### config.mk
export PLATFORM = sky130hd
export DESIGN_NAME = clkctl_reg
export DESIGN_NICKNAME = d
export VERILOG_FILES = /design/src/rtl/clkctl_pkg.sv /design/src/rtl/clkctl_en_bit.sv /design/src/rtl/clkctl_div_track.sv /design/src/rtl/clkctl_css.sv /design/src/rtl/clkctl_reg.sv
export SDC_FILE = /design/constraint.sdc
export NUM_CORES = 1
export LEC_CHECK = 0
export ABC_AREA = 0
export BUFFER_PORTS_ARGS = -buffer_cell sky130_fd_sc_hd__buf_2
export CORE_MARGIN = 2
export CORE_UTILIZATION = 37
export CTS_BUF_LIST = sky130_fd_sc_hd__clkbuf_8 sky130_fd_sc_hd__clkbuf_16
export DETAILED_ROUTE_END_ITERATION = 7
export PLACE_DENSITY = 0.8
export SLEW_MARGIN = 20
export SYNTH_ARGS = -nofsm -noshare
export SYNTH_HDL_FRONTEND = slang
export SYNTH_SLANG_ARGS = --single-unit
### constraint.sdc
create_clock -name clk -period 1.4 [get_ports clk]
set_input_delay 0.21 -clock clk [delete_from_list [all_inputs] [get_ports clk]]
set_output_delay 0.21 -clock clk [all_outputs]
set_load 0.05 [all_outputs]
### src/rtl/clkctl_pkg.sv
package clkctl_pkg;
  localparam int NSRC  = 5;
  localparam int S_HI  = 0;
  localparam int S_LP  = 1;
  localparam int S_R48 = 2;
  localparam int S_EXT = 3;
  localparam int S_PLL = 4;

  localparam int EN_BIT  [NSRC] = '{0, 6, 9, 11, 16};
  localparam int RDY_BIT [NSRC] = '{1, 7, 10, 12, 17};

  localparam int HI_KEEP_BIT = 2;
  localparam int DIV_OK_BIT  = 5;
  localparam int LP_KEEP_BIT = 8;
  localparam int BYP_BIT     = 13;
  localparam int TYPE_BIT    = 14;
  localparam int CSS_BIT     = 15;
  localparam int DIV_LSB     = 24;

  localparam logic [1:0] SYS_HI  = 2'd0;
  localparam logic [1:0] SYS_LP  = 2'd1;
  localparam logic [1:0] SYS_EXT = 2'd2;
  localparam logic [1:0] SYS_PLL = 2'd3;

  localparam logic [1:0] REF_HI   = 2'd0;
  localparam logic [1:0] REF_LP   = 2'd1;
  localparam logic [1:0] REF_EXT  = 2'd2;
endpackage

### src/rtl/clkctl_en_bit.sv
module clkctl_en_bit #(
  parameter bit RST_VAL = 1'b0
) (
  input  logic clk,
  input  logic rst,
  input  logic wr,
  input  logic wr_val,
  input  logic hold,
  input  logic hw_set,
  input  logic hw_clr,
  output logic q
);
  // priority: reset, hardware clear, hardware set, guarded software write
  always_ff @(posedge clk) begin
    if (rst)                       q <= RST_VAL;
    else if (hw_clr)               q <= 1'b0;
    else if (hw_set)               q <= 1'b1;
    else if (wr && (wr_val || !hold)) q <= wr_val;
  end
endmodule

### src/rtl/clkctl_div_track.sv
module clkctl_div_track #(
  parameter int               DIV_W   = 2,
  parameter logic [DIV_W-1:0] DIV_RST = '0
) (
  input  logic             clk,
  input  logic             rst,
  input  logic             wr,
  input  logic [DIV_W-1:0] wr_div,
  input  logic             locked,
  input  logic             osc_en,
  input  logic             match,
  output logic [DIV_W-1:0] div,
  output logic             div_ok
);
  logic change;
  assign change = wr && !locked && (wr_div != div);

  always_ff @(posedge clk) begin
    if (rst) begin
      div    <= DIV_RST;
      div_ok <= 1'b0;
    end else if (change) begin
      div    <= wr_div;
      div_ok <= 1'b0;
    end else if (osc_en && match) begin
      div_ok <= 1'b1;
    end
  end
endmodule

### src/rtl/clkctl_css.sv
module clkctl_css (
  input  logic clk,
  input  logic rst,
  input  logic css_en,
  input  logic ext_rdy,
  input  logic ext_fail,
  output logic armed
);
  logic tripped;

  always_ff @(posedge clk) begin
    if (rst || !css_en) begin
      armed   <= 1'b0;
      tripped <= 1'b0;
    end else if (armed && ext_fail) begin
      armed   <= 1'b0;
      tripped <= 1'b1;
    end else begin
      armed   <= ext_rdy && !tripped;
    end
  end
endmodule

### src/rtl/clkctl_reg.sv
module clkctl_reg
  import clkctl_pkg::*;
#(
  parameter int               REG_W   = 32,
  parameter int               DIV_W   = 2,
  parameter logic [DIV_W-1:0] DIV_RST = '0
) (
  input  logic             clk,
  input  logic             rst,
  input  logic             wr_en,
  input  logic [REG_W-1:0] wr_data,
  output logic [REG_W-1:0] rd_data,
  input  logic [1:0]       sys_sel,
  input  logic [1:0]       pll_ref,
  input  logic             stop_entry,
  input  logic             stop_exit,
  input  logic             standby_entry,
  input  logic             standby_exit,
  input  logic             wake_sel_a,
  input  logic             wake_sel_b,
  input  logic             ext_fail,
  input  logic             hi_stable,
  input  logic             lp_stable,
  input  logic             r48_stable,
  input  logic             ext_stable,
  input  logic             pll_lock,
  input  logic             div_match,
  output logic [4:0]       run_req,
  output logic             css_armed
);
  localparam int DIV_MSB = DIV_LSB + DIV_W - 1;

  logic [NSRC-1:0] en_q, rdy_q, hold, hw_set, hw_clr, stable;
  logic            hi_keep, lp_keep, ext_byp, ext_type, css_en;
  logic [DIV_W-1:0] div_q;
  logic            div_ok;
  logic            pll_uses_hi, enter_low, wr_unused;

  assign wr_unused = ^wr_data;
  assign stable    = {pll_lock, ext_stable, r48_stable, lp_stable, hi_stable};
  assign enter_low = stop_entry || standby_entry;
  assign pll_uses_hi = en_q[S_PLL] && (pll_ref == REF_HI);

  // usage guard: which enables may not be cleared by software
  assign hold[S_HI]  = (sys_sel == SYS_HI)  || pll_uses_hi;
  assign hold[S_LP]  = (sys_sel == SYS_LP)  || (en_q[S_PLL] && pll_ref == REF_LP);
  assign hold[S_R48] = 1'b0;
  assign hold[S_EXT] = (sys_sel == SYS_EXT) || (en_q[S_PLL] && pll_ref == REF_EXT);
  assign hold[S_PLL] = (sys_sel == SYS_PLL);

  // hardware force events
  assign hw_set[S_HI]  = (stop_exit && (wake_sel_a || wake_sel_b)) || standby_exit
                       || (ext_fail && sys_sel == SYS_EXT);
  assign hw_set[S_LP]  = 1'b0;
  assign hw_set[S_R48] = 1'b0;
  assign hw_set[S_EXT] = 1'b0;
  assign hw_set[S_PLL] = 1'b0;
  assign hw_clr = {enter_low, enter_low, enter_low, 1'b0, 1'b0};

  for (genvar i = 0; i < NSRC; i++) begin : g_src
    clkctl_en_bit #(.RST_VAL(i == S_HI)) u_en (
      .clk   (clk),
      .rst   (rst),
      .wr    (wr_en),
      .wr_val(wr_data[EN_BIT[i]]),
      .hold  (hold[i]),
      .hw_set(hw_set[i]),
      .hw_clr(hw_clr[i]),
      .q     (en_q[i])
    );

    always_ff @(posedge clk) begin
      if (rst) rdy_q[i] <= 1'b0;
      else     rdy_q[i] <= en_q[i] && stable[i];
    end
  end

  always_ff @(posedge clk) begin
    if (rst) begin
      hi_keep  <= 1'b0;
      lp_keep  <= 1'b0;
      ext_byp  <= 1'b0;
      ext_type <= 1'b0;
    end else if (wr_en) begin
      hi_keep <= wr_data[HI_KEEP_BIT];
      lp_keep <= wr_data[LP_KEEP_BIT];
      if (!en_q[S_EXT]) begin
        ext_byp  <= wr_data[BYP_BIT];
        ext_type <= wr_data[TYPE_BIT];
      end
    end
  end

  always_ff @(posedge clk) begin
    if (rst || standby_entry)            css_en <= 1'b0;
    else if (wr_en && wr_data[CSS_BIT])  css_en <= 1'b1;
  end

  clkctl_div_track #(.DIV_W(DIV_W), .DIV_RST(DIV_RST)) u_div (
    .clk   (clk),
    .rst   (rst),
    .wr    (wr_en),
    .wr_div(wr_data[DIV_MSB:DIV_LSB]),
    .locked(pll_uses_hi),
    .osc_en(en_q[S_HI]),
    .match (div_match),
    .div   (div_q),
    .div_ok(div_ok)
  );

  clkctl_css u_css (
    .clk     (clk),
    .rst     (rst),
    .css_en  (css_en),
    .ext_rdy (rdy_q[S_EXT]),
    .ext_fail(ext_fail),
    .armed   (css_armed)
  );

  assign run_req = en_q | {3'b000, lp_keep, hi_keep};

  always_comb begin
    rd_data = '0;
    for (int i = 0; i < NSRC; i++) begin
      rd_data[EN_BIT[i]]  = en_q[i];
      rd_data[RDY_BIT[i]] = rdy_q[i];
    end
    rd_data[HI_KEEP_BIT]     = hi_keep;
    rd_data[LP_KEEP_BIT]     = lp_keep;
    rd_data[DIV_OK_BIT]      = div_ok;
    rd_data[BYP_BIT]         = ext_byp;
    rd_data[TYPE_BIT]        = ext_type;
    rd_data[CSS_BIT]         = css_en;
    rd_data[DIV_MSB:DIV_LSB] = div_q;
  end
endmodule

Word level (Yosys, flattened, before mapping)
Index checks and enable logic that the tools add are counted.
- register bits after elaboration: 20
- bits of input ports: 52
- output and inout bits: 38
- word-level logic and storage cells: 74
- eq/ne operators: 6
- bitwise operators: 2
- reduce and logical (&&, ||, !) cells: 47
- operator list (cell ; count):
    $logic_and 1x1->1 ; 20
    $logic_or 1x1->1 ; 13
    $reduce_or 2->1 ; 4
    $logic_not 1->1 ; 7
    $eq 2x2->1 const B ; 3
    $or 5x2->5 ; 1
    $eq 2x1->1 const B ; 2
    $logic_not 2->1 ; 2
    $ne 2x2->1 ; 1
    $reduce_and 2->1 ; 1
    $not 1->1 ; 1

Longest topological paths before layout
- depth after elaboration: 6
- gate-level depth with buffers: 4
- mapped depth without buffers: 3

By module
Synthesis repeated with hierarchy kept, for this count alone.
- cells, all modules: 111
- area total of the unflattened synthesis: 1034.7 um^2
- modules (own cells, without submodules) (module ; instances ; cells an instance ; area an instance (um^2) ; sequential area each (um^2)):
    clkctl_reg ; 1 ; 71 ; 590.6 ; 200.2
    clkctl_en_bit (g_src[1].u_en ...) ; 4 ; 4 ; 46.3 ; 20.0
    clkctl_div_track ; 1 ; 13 ; 140.1 ; 60.1
    clkctl_css ; 1 ; 5 ; 66.3 ; 40.0
    clkctl_en_bit (g_src[0].u_en) ; 1 ; 6 ; 52.6 ; 20.0

Least setup slack after synthesis
No wires, ideal clock.
- path kind: reg2reg
- start: register u_div.div[0]
- end: register u_div.div_ok
- setup time: 0.079 ns
- data arrival time: 1.071 ns
- required time: 1.321 ns
- slack: 0.249 ns
- stages on the path, launching flop included: 4
- path buffers: 0
- period minus slack after synthesis: 1.151 ns
- path through: dfxtp_1 -> xnor2_1 -> nand2_1 -> a211oi_2
- word-level cells in the longest chain between the ends: 3
- RTL lines (element ; RTL line ; text):
    from (decl) ; clkctl_div_track.sv:12 ; output logic [DIV_W-1:0] div,
    from (signal assigned) ; clkctl_div_track.sv:23 ; div <= wr_div;
    $ne 2x2->1 ; clkctl_div_track.sv:16 ; assign change = wr && !locked && (wr_div != div);
    $logic_and 1x1->1 ; clkctl_div_track.sv:16 ;
    $reduce_or 2->1 (no source line) ; n/a ;
    to (signal assigned) ; clkctl_div_track.sv:21 ; div_ok <= 1'b0;
    to (signal assigned) ; clkctl_div_track.sv:24 ; div_ok <= 1'b0;
    to (signal assigned) ; clkctl_div_track.sv:26 ; div_ok <= 1'b1;
    to (decl) ; clkctl_div_track.sv:13 ; output logic div_ok
No other way between the ends.
A chain may end at the register's enable or synchronous reset.

Worst setup path in the final report
- start: register g_src[0].u_en.q
- end: output run_req[0]
- word-level cells in the longest chain between the ends: 1
- RTL lines (element ; RTL line ; text):
    from (decl) ; clkctl_en_bit.sv:11 ; output logic q
    from (signal assigned) ; clkctl_en_bit.sv:18 ; else if (wr && (wr_val || !hold)) q <= wr_val;
    $or 5x2->5 ; clkctl_reg.sv:120 ; assign run_req = en_q | {3'b000, lp_keep, hi_keep};
    to (decl) ; clkctl_reg.sv:28 ; output logic [4:0] run_req,
No other way between the ends.

==> results.md <==
Floorplan:
- The die covers 0.00326 sq mm.
- The floorplan row count is 19.
- The core region is 0.00271 sq mm.
- The number of top-level pins is 90.
- The effective utilization at floorplan is 38.5%.
- The die is 57.1 um tall.
- The die width is 57.1 um.

Synth:
- Summing every instance area after synthesis gives 0.00104 sq mm.
- After synthesis, flip-flops and latches occupy 38.4% of the total area.
- Yosys mapped the design onto 28 distinct sky130hd cell types.
- Averaged over all synthesized cells, the footprint is 9.31 sq um.
- Counting every instance in the synthesized netlist gives 112.
- Yosys printed 0 warnings.
- The number of synthesized register bits is 20.

Detailed routing:
- In the final routed layout, each cell accounts on average for 11.3 um.
- For this run, design rule violations remaining after detail routing come to 0.
- In the routed layout, each cell is associated on average with a via count of 4.46.
- After detailed routing, the total wire length is 2090 um.
- The detailed router finished its first iteration with 22 violations.
- The pre-antenna-repair detailed-routing pass consisted of 4 iterations.
- Once detail routing completed, the nets flagged for antenna violations numbered 0.
- Detailed routing inserted a total of 820 vias.

Finish:
- Excluding fillers, the count of instances in the completed layout stands at 184.
- Of the cells placed in the final design, the portion with a size suffix greater than 1 is 43.8%.
- The area of the multi-input gates is 448 sq um.
- The antenna diode instance count is 0.
- The final instance area is 0.00124 sq mm.
- In the final design database the tool counted 206 nets.
- The synthesis-to-finish area growth is 18.6%.
- The number of fillers in the final layout is 290.
- The sequential cell area is 400 sq um.

Clock network:
- In this run the number of H-tree levels came out at 1.
- The hold-fix buffer count after cts is 0.
- The total CTS buffers is 3.
- The clock passes through at most 2 buffers.
- The number of clock sinks seen by CTS is 20.
- The cell sitting at the root of the clock tree is a sky130_fd_sc_hd__clkbuf_8.
- The clock network latency to the later pin of the worst-skew pair is 250 ps.
- The clock-pin slew on the worst setup and hold paths is 70 ps.
- Gates resized during post-CTS repair numbered 0.
- The number of buffers inserted to repair setup after CTS is 0.
- The clock tree from TritonCTS is yes.

Worst setup path:
- The kind of start point of the critical path is a register.
- The endpoint identified for the worst register-to-register timing path is g_src[0].u_en.q.
- STA puts the critical path data arrival time at 1080 ps.
- In this run the worst setup path terminates at run_req[0].
- The launch point of the worst path is g_src[0].u_en.q.
- The worst-path maximum fanout is 5.
- The startpoint of the worst-slack reg-to-reg timing path is g_src[4].u_en.q.
- The critical path is of the register to output pin type.
- The slowest stage of the critical path belongs to the cell sky130_fd_sc_hd__dfxtp_1.
- For the worst setup path, the data required time is 1190 ps.
- Setup slack on the worst reg-to-reg path comes out at 280 ps.
- The signal on the critical path passes through or2_2, buf_2.
- The cell depth of the worst flop-to-flop path is 3.
- The worst setup path is captured at an output pin.
- The delay of the slowest cell on the worst path is 350 ps.

Flow run:
- Max-cap violations in this run came to 0.

Place:
- At the end of routability-driven placement, the weighted congestion stood at 0.725.
- The total of buffers placed on input and output ports is 55.
- The placed instances occupy a cell area of 0.00118 sq mm.
- After detailed placement, the design holds a cell count of 180.

GRT:
- The number of global-route vias before repair came to 736.
- The maximum number of pins on one net before global-route repair is 19.
- The first-pass GRT wire length is 3310 um.
- The number of antenna violations at the first check in global routing is 0.
- Summed over all layers, the global routing overflow is 0.
- The overall fraction of global-route tracks in use is 13.3%.

Pwr:
- Dividing total power by cell area gives a power density of 1100 mW/mm^2.
- The maximum vdd drop is 0.550 mV.
- The analysis attributes to cell leakage a power of 0.664 nW.
- The design draws 0.00136 W.

Timing:
- The number of failing setup endpoints in the final timing report is 0.
- The count of pins over their slew limit came to 0.
- Summed over all failing endpoints, the final setup total negative slack is 0 ps.
- Between clock sinks in the finished design, the worst skew comes to 1.33 ps.
- After layout, the worst path uses 92.3% of the clock period.
- The routed design could run at a clock period as short as 1290 ps.
- The highest attainable clock frequency is 774 MHz.
- Setup repair after global routing left no endpoint under its margin.
- The total count of hold-check failures in the final report is 0.

Status:
- The flow ran to the end, and the final reports show no timing, DRC or antenna violations.

Min path:
- The number of cells traversed by the worst hold path is 2.
- The critical hold path startpoint is standby_entry.
- The path class of the lowest-slack min-delay path is input pin to register.
==> registers in the layout, indices dropped and copies added, names as in the netlist <==
name and flops:
css_en 1, ext_byp 1, ext_type 1, g_src.u_en.q 5, hi_keep 1, lp_keep 1
rd_data 5, u_css.armed 1, u_css.tripped 1, u_div.div 2, u_div.div_ok 1
==> cells in the final DEF, fill, tap and decap left out <==
cell type	n
sky130_fd_sc_hd__a2111oi_2	1
sky130_fd_sc_hd__nand2_1	6
sky130_fd_sc_hd__and3b_1	3
sky130_fd_sc_hd__clkbuf_8	4
sky130_fd_sc_hd__o31a_4	1
sky130_fd_sc_hd__nor2_1	3
sky130_fd_sc_hd__conb_1	14
sky130_fd_sc_hd__a21oi_1	8
sky130_fd_sc_hd__a211oi_2	1
sky130_fd_sc_hd__or3_1	1
sky130_fd_sc_hd__or2_2	2
sky130_fd_sc_hd__nor2b_1	3
sky130_fd_sc_hd__and4b_1	1
sky130_fd_sc_hd__xnor2_1	2
sky130_fd_sc_hd__dfxtp_1	20
sky130_fd_sc_hd__o21a_1	1
sky130_fd_sc_hd__buf_2	55
sky130_fd_sc_hd__nor3b_1	3
sky130_fd_sc_hd__o31ai_1	2
sky130_fd_sc_hd__nor3_1	1
sky130_fd_sc_hd__buf_4	1
sky130_fd_sc_hd__o221ai_1	1
sky130_fd_sc_hd__and2_1	1
sky130_fd_sc_hd__and3b_2	2
sky130_fd_sc_hd__mux2i_1	6
sky130_fd_sc_hd__nand2b_1	4
sky130_fd_sc_hd__inv_1	3
sky130_fd_sc_hd__o21ai_0	3
==> worst max-delay path: cells and delay by family (launching register included) <==
kind / cells / cell delay, ps
simple gates: 1 / 270
flops: 1 / 350
buf+inv: 1 / 210
==> logic make-up (layout without fill, tap and decap cells) <==
family	after synthesis	in the layout	synth area share, %
xor+xnor	2	2	1.68
flops	20	20	38.4
other cells	1	14	0.360
simple gates	30	30	17.9
mux	6	6	5.76
compound gates	18	18	12.6
buf+inv	35	63	23.3
==> cells in the mapped netlist <==
| library cell | number | share of area, % |
|---|---|---|
| sky130_fd_sc_hd__buf_4 | 29 | 21 |
| sky130_fd_sc_hd__o31a_4 | 1 | 1.7 |
| sky130_fd_sc_hd__and3b_2 | 2 | 1.9 |
| sky130_fd_sc_hd__a211oi_2 | 1 | 1.2 |
| sky130_fd_sc_hd__or2_2 | 2 | 1.2 |
| sky130_fd_sc_hd__clkbuf_1 | 1 | 0.36 |
| sky130_fd_sc_hd__nand2_1 | 6 | 2.2 |
| sky130_fd_sc_hd__or3_1 | 1 | 0.60 |
| sky130_fd_sc_hd__xnor2_1 | 2 | 1.7 |
| sky130_fd_sc_hd__nor2_1 | 3 | 1.1 |
| sky130_fd_sc_hd__a21oi_1 | 8 | 3.8 |
| sky130_fd_sc_hd__o21ai_0 | 3 | 1.4 |
| sky130_fd_sc_hd__dfxtp_1 | 20 | 38 |
| sky130_fd_sc_hd__and3b_1 | 3 | 2.5 |
| sky130_fd_sc_hd__and2_1 | 1 | 0.60 |
| sky130_fd_sc_hd__conb_1 | 1 | 0.36 |
| sky130_fd_sc_hd__inv_1 | 3 | 1.1 |
| sky130_fd_sc_hd__and4b_1 | 1 | 0.96 |
| sky130_fd_sc_hd__mux2i_1 | 6 | 5.8 |
| sky130_fd_sc_hd__o31ai_1 | 2 | 1.4 |
| sky130_fd_sc_hd__o21a_1 | 1 | 0.72 |
| sky130_fd_sc_hd__nor2b_1 | 3 | 1.8 |
| sky130_fd_sc_hd__nand2b_1 | 4 | 2.4 |
| sky130_fd_sc_hd__nor3b_1 | 3 | 2.2 |
| sky130_fd_sc_hd__o221ai_1 | 1 | 0.84 |
| sky130_fd_sc_hd__nor3_1 | 1 | 0.48 |
| sky130_fd_sc_hd__a2111oi_2 | 1 | 1.4 |
| sky130_fd_sc_hd__buf_2 | 2 | 0.96 |
==> how the worst min path moves through the flow <==
stage	to	slack, ps
floorplan	css_en	290
global placement	css_en	390
detailed placement	css_en	400
CTS	css_en	130
global route	css_en	140
finish	css_en	130
==> through the flow <==
step                      utilization, %  hold slack [ps]  worst slack, ps
final                               45.6              135              107
after global placement              43.6              394              308
after CTS                           45.6              131             90.5
after global routing                45.6              139             62.0
after detailed placement            43.6              403              292
after floorplan                        -              289              249
==> report_power, final <==
group / switching [W] / internal (W) / total (W) / leakage (nW)
Combinational: 0.000236 / 0.0000873 / 0.000324 / 0.472
Clock: 0.000182 / 0.000250 / 0.000432 / 0.0288
Sequential: 0.0000135 / 0.000589 / 0.000603 / 0.163
Total: 0.000432 / 0.000926 / 0.00136 / 0.664
==> routing by layer <==
layer | global-route usage [%] | vias to the layer above | wire length [um]
met4 | 5.98 | 0 | 17
met5 | 0 | - | 0
li1 | - | 411 | -
met3 | 2.27 | 2 | 160
met1 | 16.5 | 369 | 878
met2 | 22.5 | 38 | 1030
==> final cells by class <==
class                      instances  area share [%]
clock buffer                       4            4.45
inverter                           3           0.911
multi-input combinational         70            36.2
sequential                        20            32.4
tap                               31            3.14
timing repair buffer              56            22.9
Note: power is estimated with default switching activity, not from simulation.
